<file path="config.mk">
export PLATFORM = sky130hd
export DESIGN_NAME = upstack_unit
export DESIGN_NICKNAME = d
export VERILOG_FILES = /design/src/rtl/upstack_pkg.sv /design/src/rtl/upstack_arbiter.sv /design/src/rtl/upstack_ptr.sv /design/src/rtl/upstack_ramseq.sv /design/src/rtl/upstack_unit.sv
export SDC_FILE = /design/constraint.sdc
export NUM_CORES = 1
export LEC_CHECK = 0
export ABC_AREA = 1
export ABC_CLOCK_PERIOD_IN_PS = 1590
export BUFFER_PORTS_ARGS = -buffer_cell sky130_fd_sc_hd__buf_2
export CAP_MARGIN = 15
export CORE_AREA = 2 2 54 56
export DETAILED_ROUTE_END_ITERATION = 10
export DIE_AREA = 0 0 56 58
export PLACE_DENSITY = 0.74
export SKIP_LAST_GASP = 1
export SLEW_MARGIN = 10
export SYNTH_ARGS = -nofsm -noshare
export SYNTH_HDL_FRONTEND = slang
export SYNTH_SLANG_ARGS = --single-unit
export TNS_END_PERCENT = 5
</file>
<file path="constraint.sdc">
create_clock -name clk -period 1.59 [get_ports clk]
set_input_delay 0.318 -clock clk [delete_from_list [all_inputs] [get_ports clk]]
set_output_delay 0.318 -clock clk [all_outputs]
set_load 0.1 [all_outputs]
</file>
<file path="src/rtl/upstack_pkg.sv">
package upstack_pkg;

    // Default geometry of the stack and its RAM.
    localparam int          PTR_W_DEF   = 8;
    localparam int          DATA_W_DEF  = 8;
    localparam logic [7:0]  PTR_RST_DEF = 8'h07;

    // One operation is granted per cycle.
    typedef enum logic [1:0] {
        OP_IDLE = 2'd0,
        OP_PUSH = 2'd1,
        OP_POP  = 2'd2,
        OP_LOAD = 2'd3
    } stk_op_e;

    // One-hot grant lines from the arbiter.
    typedef struct packed {
        logic load_go;
        logic push_go;
        logic pop_go;
    } stk_grant_t;

    // Priority: load over push over pop.
    function automatic stk_grant_t resolve_grant(input logic load_r,
                                                 input logic push_r,
                                                 input logic pop_r);
        stk_grant_t g;
        g.load_go = load_r;
        g.push_go = push_r & ~load_r;
        g.pop_go  = pop_r & ~push_r & ~load_r;
        return g;
    endfunction

    function automatic stk_op_e grant_to_op(input stk_grant_t g);
        stk_op_e op;
        if (g.load_go)      op = OP_LOAD;
        else if (g.push_go) op = OP_PUSH;
        else if (g.pop_go)  op = OP_POP;
        else                op = OP_IDLE;
        return op;
    endfunction

endpackage

</file>
<file path="src/rtl/upstack_arbiter.sv">
module upstack_arbiter
    import upstack_pkg::*;
(
    input  logic       clk,
    input  logic       rst,
    input  logic       push_i,
    input  logic       pop_i,
    input  logic       load_i,
    output stk_grant_t grant_o,
    output stk_op_e    op_o
);

    stk_grant_t grant_c;

    always_comb begin
        grant_c = resolve_grant(load_i, push_i, pop_i);
    end

    assign grant_o = grant_c;
    assign op_o    = grant_to_op(grant_c);

    // never more than one operation granted
    a_r7_single_grant: assert property (@(posedge clk) disable iff (rst)
        $onehot0({grant_o.load_go, grant_o.push_go, grant_o.pop_go}));

    // a push request with pop and no load becomes a push
    a_r7_push_wins: assert property (@(posedge clk) disable iff (rst)
        (push_i && pop_i && !load_i) |-> (op_o == OP_PUSH));

    // a load request always wins
    a_r8_load_wins: assert property (@(posedge clk) disable iff (rst)
        load_i |-> (op_o == OP_LOAD));

endmodule

</file>
<file path="src/rtl/upstack_ptr.sv">
module upstack_ptr
    import upstack_pkg::*;
#(
    parameter int               PTR_W   = PTR_W_DEF,
    parameter logic [PTR_W-1:0] PTR_RST = PTR_RST_DEF
) (
    input  logic             clk,
    input  logic             rst,
    input  stk_op_e          op_i,
    input  logic [PTR_W-1:0] load_val_i,
    output logic [PTR_W-1:0] sp_o,
    output logic [PTR_W-1:0] sp_up_o
);

    localparam logic [PTR_W-1:0] ONE     = PTR_W'(1);
    localparam logic [PTR_W-1:0] PTR_TOP = {PTR_W{1'b1}};

    logic [PTR_W-1:0] sp_q;
    logic [PTR_W-1:0] sp_up;
    logic [PTR_W-1:0] sp_dn;
    logic [PTR_W-1:0] sp_d;

    // Modulo 2**PTR_W arithmetic; the carry is dropped on purpose.
    assign sp_up = sp_q + ONE;
    assign sp_dn = sp_q - ONE;

    always_comb begin
        unique case (op_i)
            OP_PUSH: sp_d = sp_up;
            OP_POP:  sp_d = sp_dn;
            OP_LOAD: sp_d = load_val_i;
            default: sp_d = sp_q;
        endcase
    end

    always_ff @(posedge clk) begin
        if (rst) sp_q <= PTR_RST;
        else     sp_q <= sp_d;
    end

    assign sp_o    = sp_q;
    assign sp_up_o = sp_up;

    a_r1_reset_value: assert property (@(posedge clk) disable iff (rst)
        $fell(rst) |-> (sp_q == PTR_RST));

    a_r2_push_moves_up: assert property (@(posedge clk) disable iff (rst)
        (op_i == OP_PUSH) |=> (sp_q == $past(sp_q) + ONE));

    a_r4_pop_moves_down: assert property (@(posedge clk) disable iff (rst)
        (op_i == OP_POP) |=> (sp_q == $past(sp_q) - ONE));

    a_r6_wrap_up: assert property (@(posedge clk) disable iff (rst)
        (op_i == OP_PUSH && sp_q == PTR_TOP) |=> (sp_q == '0));

    a_r6_wrap_down: assert property (@(posedge clk) disable iff (rst)
        (op_i == OP_POP && sp_q == '0) |=> (sp_q == PTR_TOP));

    a_r8_load_taken: assert property (@(posedge clk) disable iff (rst)
        (op_i == OP_LOAD) |=> (sp_q == $past(load_val_i)));

    a_r9_idle_holds: assert property (@(posedge clk) disable iff (rst)
        (op_i == OP_IDLE) |=> $stable(sp_q));

endmodule

</file>
<file path="src/rtl/upstack_ramseq.sv">
module upstack_ramseq
    import upstack_pkg::*;
#(
    parameter int PTR_W  = PTR_W_DEF,
    parameter int DATA_W = DATA_W_DEF
) (
    input  logic              clk,
    input  logic              rst,
    input  stk_op_e           op_i,
    input  logic [PTR_W-1:0]  sp_i,
    input  logic [PTR_W-1:0]  sp_up_i,
    input  logic [DATA_W-1:0] push_data_i,
    input  logic [DATA_W-1:0] ram_rdata_i,
    output logic [PTR_W-1:0]  ram_addr_o,
    output logic              ram_we_o,
    output logic [DATA_W-1:0] ram_wdata_o,
    output logic              pop_valid_o,
    output logic [DATA_W-1:0] pop_data_o
);

    logic rd_pending_q;

    // Push writes at the pre-incremented pointer; every other cycle
    // addresses the current pointer, which is the pop read location.
    always_comb begin
        ram_we_o    = 1'b0;
        ram_addr_o  = sp_i;
        ram_wdata_o = '0;
        if (op_i == OP_PUSH) begin
            ram_we_o    = 1'b1;
            ram_addr_o  = sp_up_i;
            ram_wdata_o = push_data_i;
        end
    end

    // The RAM answers one cycle after the address; track that cycle.
    always_ff @(posedge clk) begin
        if (rst) rd_pending_q <= 1'b0;
        else     rd_pending_q <= (op_i == OP_POP);
    end

    assign pop_valid_o = rd_pending_q;
    assign pop_data_o  = rd_pending_q ? ram_rdata_i : '0;

    a_r4_pop_reads_sp: assert property (@(posedge clk) disable iff (rst)
        (op_i == OP_POP) |-> (!ram_we_o && ram_addr_o == sp_i));

    a_r5_valid_after_pop: assert property (@(posedge clk) disable iff (rst)
        (op_i == OP_POP) |=> pop_valid_o);

    a_r5_no_stray_valid: assert property (@(posedge clk) disable iff (rst)
        (op_i != OP_POP) |=> !pop_valid_o);

    a_r5_data_quiet: assert property (@(posedge clk) disable iff (rst)
        !pop_valid_o |-> (pop_data_o == '0));

endmodule

</file>
<file path="src/rtl/upstack_unit.sv">
module upstack_unit
    import upstack_pkg::*;
#(
    parameter int               PTR_W   = PTR_W_DEF,
    parameter int               DATA_W  = DATA_W_DEF,
    parameter logic [PTR_W-1:0] PTR_RST = PTR_RST_DEF
) (
    input  logic              clk,
    input  logic              rst,
    input  logic              push_i,
    input  logic              pop_i,
    input  logic [DATA_W-1:0] push_data_i,
    input  logic              sp_load_i,
    input  logic [PTR_W-1:0]  sp_load_val_i,
    output logic [PTR_W-1:0]  sp_o,
    output logic              pop_valid_o,
    output logic [DATA_W-1:0] pop_data_o,
    output logic [PTR_W-1:0]  ram_addr_o,
    output logic              ram_we_o,
    output logic [DATA_W-1:0] ram_wdata_o,
    input  logic [DATA_W-1:0] ram_rdata_i
);

    stk_grant_t       grant;
    stk_op_e          op;
    logic [PTR_W-1:0] sp_cur;
    logic [PTR_W-1:0] sp_up;

    upstack_arbiter u_arb (
        .clk     (clk),
        .rst     (rst),
        .push_i  (push_i),
        .pop_i   (pop_i),
        .load_i  (sp_load_i),
        .grant_o (grant),
        .op_o    (op)
    );

    upstack_ptr #(
        .PTR_W   (PTR_W),
        .PTR_RST (PTR_RST)
    ) u_ptr (
        .clk        (clk),
        .rst        (rst),
        .op_i       (op),
        .load_val_i (sp_load_val_i),
        .sp_o       (sp_cur),
        .sp_up_o    (sp_up)
    );

    upstack_ramseq #(
        .PTR_W  (PTR_W),
        .DATA_W (DATA_W)
    ) u_seq (
        .clk         (clk),
        .rst         (rst),
        .op_i        (op),
        .sp_i        (sp_cur),
        .sp_up_i     (sp_up),
        .push_data_i (push_data_i),
        .ram_rdata_i (ram_rdata_i),
        .ram_addr_o  (ram_addr_o),
        .ram_we_o    (ram_we_o),
        .ram_wdata_o (ram_wdata_o),
        .pop_valid_o (pop_valid_o),
        .pop_data_o  (pop_data_o)
    );

    assign sp_o = sp_cur;

    // Port-level checks across the three sub-blocks.
    a_r2_write_above_sp: assert property (@(posedge clk) disable iff (rst)
        ram_we_o |-> (ram_addr_o == sp_o + PTR_W'(1) && ram_wdata_o == push_data_i));

    a_r7_push_over_pop: assert property (@(posedge clk) disable iff (rst)
        (push_i && pop_i && !sp_load_i) |-> ram_we_o);

    a_r8_no_write_on_load: assert property (@(posedge clk) disable iff (rst)
        sp_load_i |-> !ram_we_o);

    a_r9_write_needs_push: assert property (@(posedge clk) disable iff (rst)
        !push_i |-> !ram_we_o);

    a_r5_one_cycle_valid: assert property (@(posedge clk) disable iff (rst)
        (pop_i && !push_i && !sp_load_i) |=> pop_valid_o);

endmodule

</file>
# [Word-level counts from Yosys, hierarchy flattened]
# Cells that the tools add are included.
[classes] addsub=2 eq_ne=3 muxes=8 n_bitwise=5 reduce_logical=1
[op_table] op="$mux W8" count=3
[op_table] op="$pmux W8 S3" count=1
[op_table] op="$add A8 B1 Y8 const B" count=1
[op_table] op="$sub A8 B1 Y8 const B" count=1
[op_table] op="$mux W2" count=3
[op_table] op="$eq A2 B2 Y1 const B" count=2
[op_table] op="$and A1 B1 Y1" count=3
[op_table] op="$reduce_bool A3 Y1" count=1
[op_table] op="$eq A2 B1 Y1 const B" count=1
[op_table] op="$not A1 Y1" count=2
[op_table] op="$mux W1" count=1
[totals] ff_bits=9 output_inout_bits=34

# [Depth between registers and ports, before layout]
[logic_depth] ltp_word=8 depth_mapped=10 depth_no_buf=10

# [Modules after synthesis]
# A second synthesis with hierarchy kept.
[hier_totals] hier_cells=197 hier_area_um2=1173.6
[by_module_without_submodules] mod="upstack_ptr" n_inst=1 cells_each=125 area_each_um2=754.5 seq_area_each_um2=160.2
[by_module_without_submodules] mod="upstack_ramseq" n_inst=1 cells_each=64 area_each_um2=380.4 seq_area_each_um2=20.0
[by_module_without_submodules] mod="upstack_arbiter" n_inst=1 cells_each=8 area_each_um2=38.8 seq_area_each_um2=0.0

# [Least setup slack after synthesis]
# OpenSTA, ideal clock, no wires.
[synth_timing] path_kind="flip-flop to output port" startpoint="register u_ptr.sp_q[5] (netlist: u_ptr.sp_o[5])" endpoint="output ram_addr_o[5]" t_arrival_ns=3.431 required_ns=1.272 setup_slack_ns=-2.159 path_stages_with_launch=4 n_path_buf=1 cell_sequence="dfxtp_1 > buf_2 > inv_1 > o21ai_0"
[synth_via] elab_chain_len=2
[synth_lines] item="from (decl)" line_no="upstack_ptr.sv:18" text="logic [PTR_W-1:0] sp_q;"
[synth_lines] item="from (signal assigned)" line_no="upstack_ptr.sv:38" text="else sp_q <= sp_d;"
[synth_lines] item="$add A8 B1 Y8" line_no="upstack_ptr.sv:24" text="assign sp_up = sp_q + ONE;"
[synth_lines] item="$mux W8 (*)" line_no="upstack_ramseq.sv:29" text="if (op_i == OP_PUSH) begin"
[synth_lines] item="to (decl)" line_no="upstack_unit.sv:18" text="output logic [PTR_W-1:0] ram_addr_o,"
# Mark *: on every way between the ends. The rest lies on a longest branch, timed or not.

# [Worst setup path in the final report]
[layout_timing] startpoint="register u_ptr.sp_q[0] (netlist: u_ptr.sp_o[0])" endpoint="output ram_addr_o[6]"
[layout_via] elab_chain_len=2
[layout_lines] item="$add A8 B1 Y8" line_no="upstack_ptr.sv:24"
[layout_lines] item="$mux W8" line_no="upstack_ramseq.sv:29"
# Every way passes these cells.

==> flow_metrics.py <==
metrics = {
    "synth": {
        "syn_nets": 218,
        "avgSynthCellArea_um2": 5.53,
        "synth_edf_count": 0,
        "synth-async-reset-ratio_pct": 0,
        "synth_cell_types": 26,
        "ys_seq_area_share_pct": 17.4,
        "synthFlopType": "dfxtp_1",
        "yosys_register_bits": 9,
        "yosysWarningCount": 0,
        "synthTopCellsByArea": "dfxtp_1 17%, nand2_1 17%, inv_1 14%",
        "synth_top_cell_by_area": "dfxtp_1",
        "yosys.area.top_type_share_pct": 17.4,
        "postSynthCellCount": 187,
        "netlist_area_um2": 1030,
    },
    "floorplan": {
        "die-width_um": 56,
        "dieArea_um2": 3250,
        "core.rowCount": 19,
        "die_h_um": 58,
        "start_util_pct": 38.9,
        "io_pins": 63,
        "core-area_um2": 2660,
    },
    "detailed_routing": {
        "vias_per_cell": 4.85,
        "num_vias": 1397,
        "drc": 0,
        "ant_nets": 0,
        "dr.pass1.iters": 4,
        "wl_um": 3110,
        "drt-wirelength-per-cell_um": 10.8,
        "drtIter0Drc": 41,
    },
    "clock_tree": {
        "clk_path_buf_depth": 2,
        "clk_transition_reported_paths_ns": 0.06,
        "cts_tree": "built",
        "clock_sinks": 9,
        "root_buffer": "clkbuf_4",
        "clk-insertion-delay-late_ns": 0.27,
        "htree_levels": 1,
        "cts_buffers": 3,
    },
    "timing": {
        "drv_slew": 0,
        "max_slew.worst_pin.slew_ns": 0.488,
        "setup_tns_ns": -1.09,
        "timing.fmax_ghz": 0.556,
        "setup_viol": 7,
        "fin_skew_ns": 0.00476,
        "fin_crit_sh_pct": 113,
        "maxSlewHeadroom_pct": 67.7,
        "min_period_ns": 1.80,
        "rsz0062_at_grt": "true",
        "timing.final.ws_setup_ns": -0.207,
        "hold_viol": 0,
    },
    "outcome": {
        "violations": "negative setup slack",
        "status": "complete, but fails checks",
    },
    "setup_path": {
        "path_buf_inv": 2,
        "startpoint_type": "register",
        "r2r_setup_slack_ns": 0.22,
        "arrival_ns": 1.48,
        "path_cells": "ha_4, nand2_2, inv_4, nand4_1, nand3_2, o21ai_4, buf_12",
        "r2r_cells": 9,
        "worst-setup-path-type": "reg -> out",
        "endpoint_kind": "output port",
        "required_ns": 1.27,
        "critPathLaunch": "u_ptr.sp_o[0]",
        "crit_family": "flip-flops",
        "path_max_fanout": 5,
        "slowest_delay_ns": 0.38,
        "cpMaxStageDelayCell": "dfxtp_4",
        "worstReg2RegStart": "u_ptr.sp_o[0]",
        "timing.rr.end": "u_ptr.sp_o[6]",
    },
    "grt": {
        "grt_antenna_before_repair": 0,
        "grt_overflow_total": 0,
        "grt_pass1_vias": 1231,
        "grt_pass1_wl_um": 5220,
        "grt_max_degree": 17,
        "grtUsageTotal_pct": 20.1,
    },
    "finish": {
        "nNetsFinal": 289,
        "antenna_cells": 0,
        "drive_above_1_share_pct": 48.6,
        "area_growth_pct": 89.5,
        "fin_area_um2": 1960,
        "final_core_util_pct": 73.6,
    },
    "power": {
        "p_per_area_nw_per_um2": 736,
        "vdd_drop_max_uv": 669,
        "p_total_w": 0.00144,
        "leakagePower_nw": 1.04,
    },
    "place": {
        "gp_congestion": 0.827,
        "place_area_um2": 1860,
        "port_buffers": 62,
        "dp_slack_ns": -0.00859,
        "dpl.hpwl_um": 2510,
    },
    "min_path": {
        "hp-start": "rst",
        "holdPathEnd": "u_seq.pop_valid_o",
        "min_path_type": "in -> reg",
        "hold_depth": 2,
    },
    "flow_run": {
        "maxCapViolations": 0,
    },
}
==> logic make-up after synthesis <==
logic type	Yosys count	synth area share (%)
flip-flops	9	17.4
AND/OR/NAND/NOR	98	44.1
buffers and inverters	49	19.8
adder cells (fa/ha/maj)	2	2.42
XOR/XNOR	2	1.69
AO/OA/AOI/OAI	27	14.5
==> placed cells by master (no fill, tap or decap), drive strengths merged <==
master,count
nor2,26
nor3,1
nand2,48
nand3,22
ha,2
a21oi,6
buf,71
inv,43
xor2,2
clkinvlp,1
nand4,1
o21ai,17
dfxtp,9
clkbuf,4
o211ai,4
==> final cells by class <==
type	count	area, um2
Multi-Input combinational cell	129	852
Fill cell	232	702
Inverter	44	179
Clock buffer	4	26.3
Tap cell	31	38.8
Sequential cell	9	206
Timing Repair Buffer	71	658
==> how the worst max path moves through the flow <==
| stage | end | cells past startpoint |
|---|---|---|
| 2_1_floorplan | ram_wdata_o[0] | 4 |
| 3_3_place_gp | ram_addr_o[6] | 7 |
| 5_1_grt | ram_addr_o[6] | 7 |
| 4_1_cts | ram_addr_o[6] | 8 |
| 6_report | ram_addr_o[6] | 7 |
| 3_5_place_dp | ram_addr_o[6] | 8 |
==> what timing repair did <==
action	4_1_cts	5_1_grt
setup buffers	0	1
pin swaps	4	1
resized for setup	14	4
setup endpoints to repair	7	9
hold buffers	0	0
==> cells in the mapped netlist (2+ instances only) <==
cell type / count
inv_2: 3
dfxtp_1: 9
a21oi_1: 6
nor2_2: 3
xor2_1: 2
nor2_1: 20
ha_1: 2
inv_1: 39
nand2_1: 46
nand3_1: 22
nor2_4: 2
o211ai_1: 3
o21ai_0: 16
buf_2: 2
==> layer usage <==
layer	wire, um	part of all wire, %	GRT usage, %	vias to the layer above
met5	0	0	0	-
met4	78	2.5	10.2	0
met3	189	6.1	2.68	6
met2	1560	50	37.5	58
met1	1280	41	22.4	616
li1	-	-	-	717
==> report_power, final <==
group / total [W] / switching, W / internal (W) / leakage, nW
Clock: 0.000185 / 0.0000875 / 0.0000971 / 0.0150
Combinational: 0.000971 / 0.000670 / 0.000301 / 0.944
Sequential: 0.000287 / 0.0000396 / 0.000248 / 0.0780
==> sequential cells by signal, summed over array words and instances (netlist names) <==
| register | cells |
|---|---|
| u_ptr.sp_o | 8 |
| u_seq.pop_valid_o | 1 |
==> metrics by stage <==
stage,hold slack (ns),std cells
5_1_grt,0.236,288
3_3_place_gp,0.501,283
4_1_cts,0.235,287
3_5_place_dp,0.511,283
2_1_floorplan,0.390,187
6_report,0.222,288
Note: power is estimated with default switching activity, not from simulation.
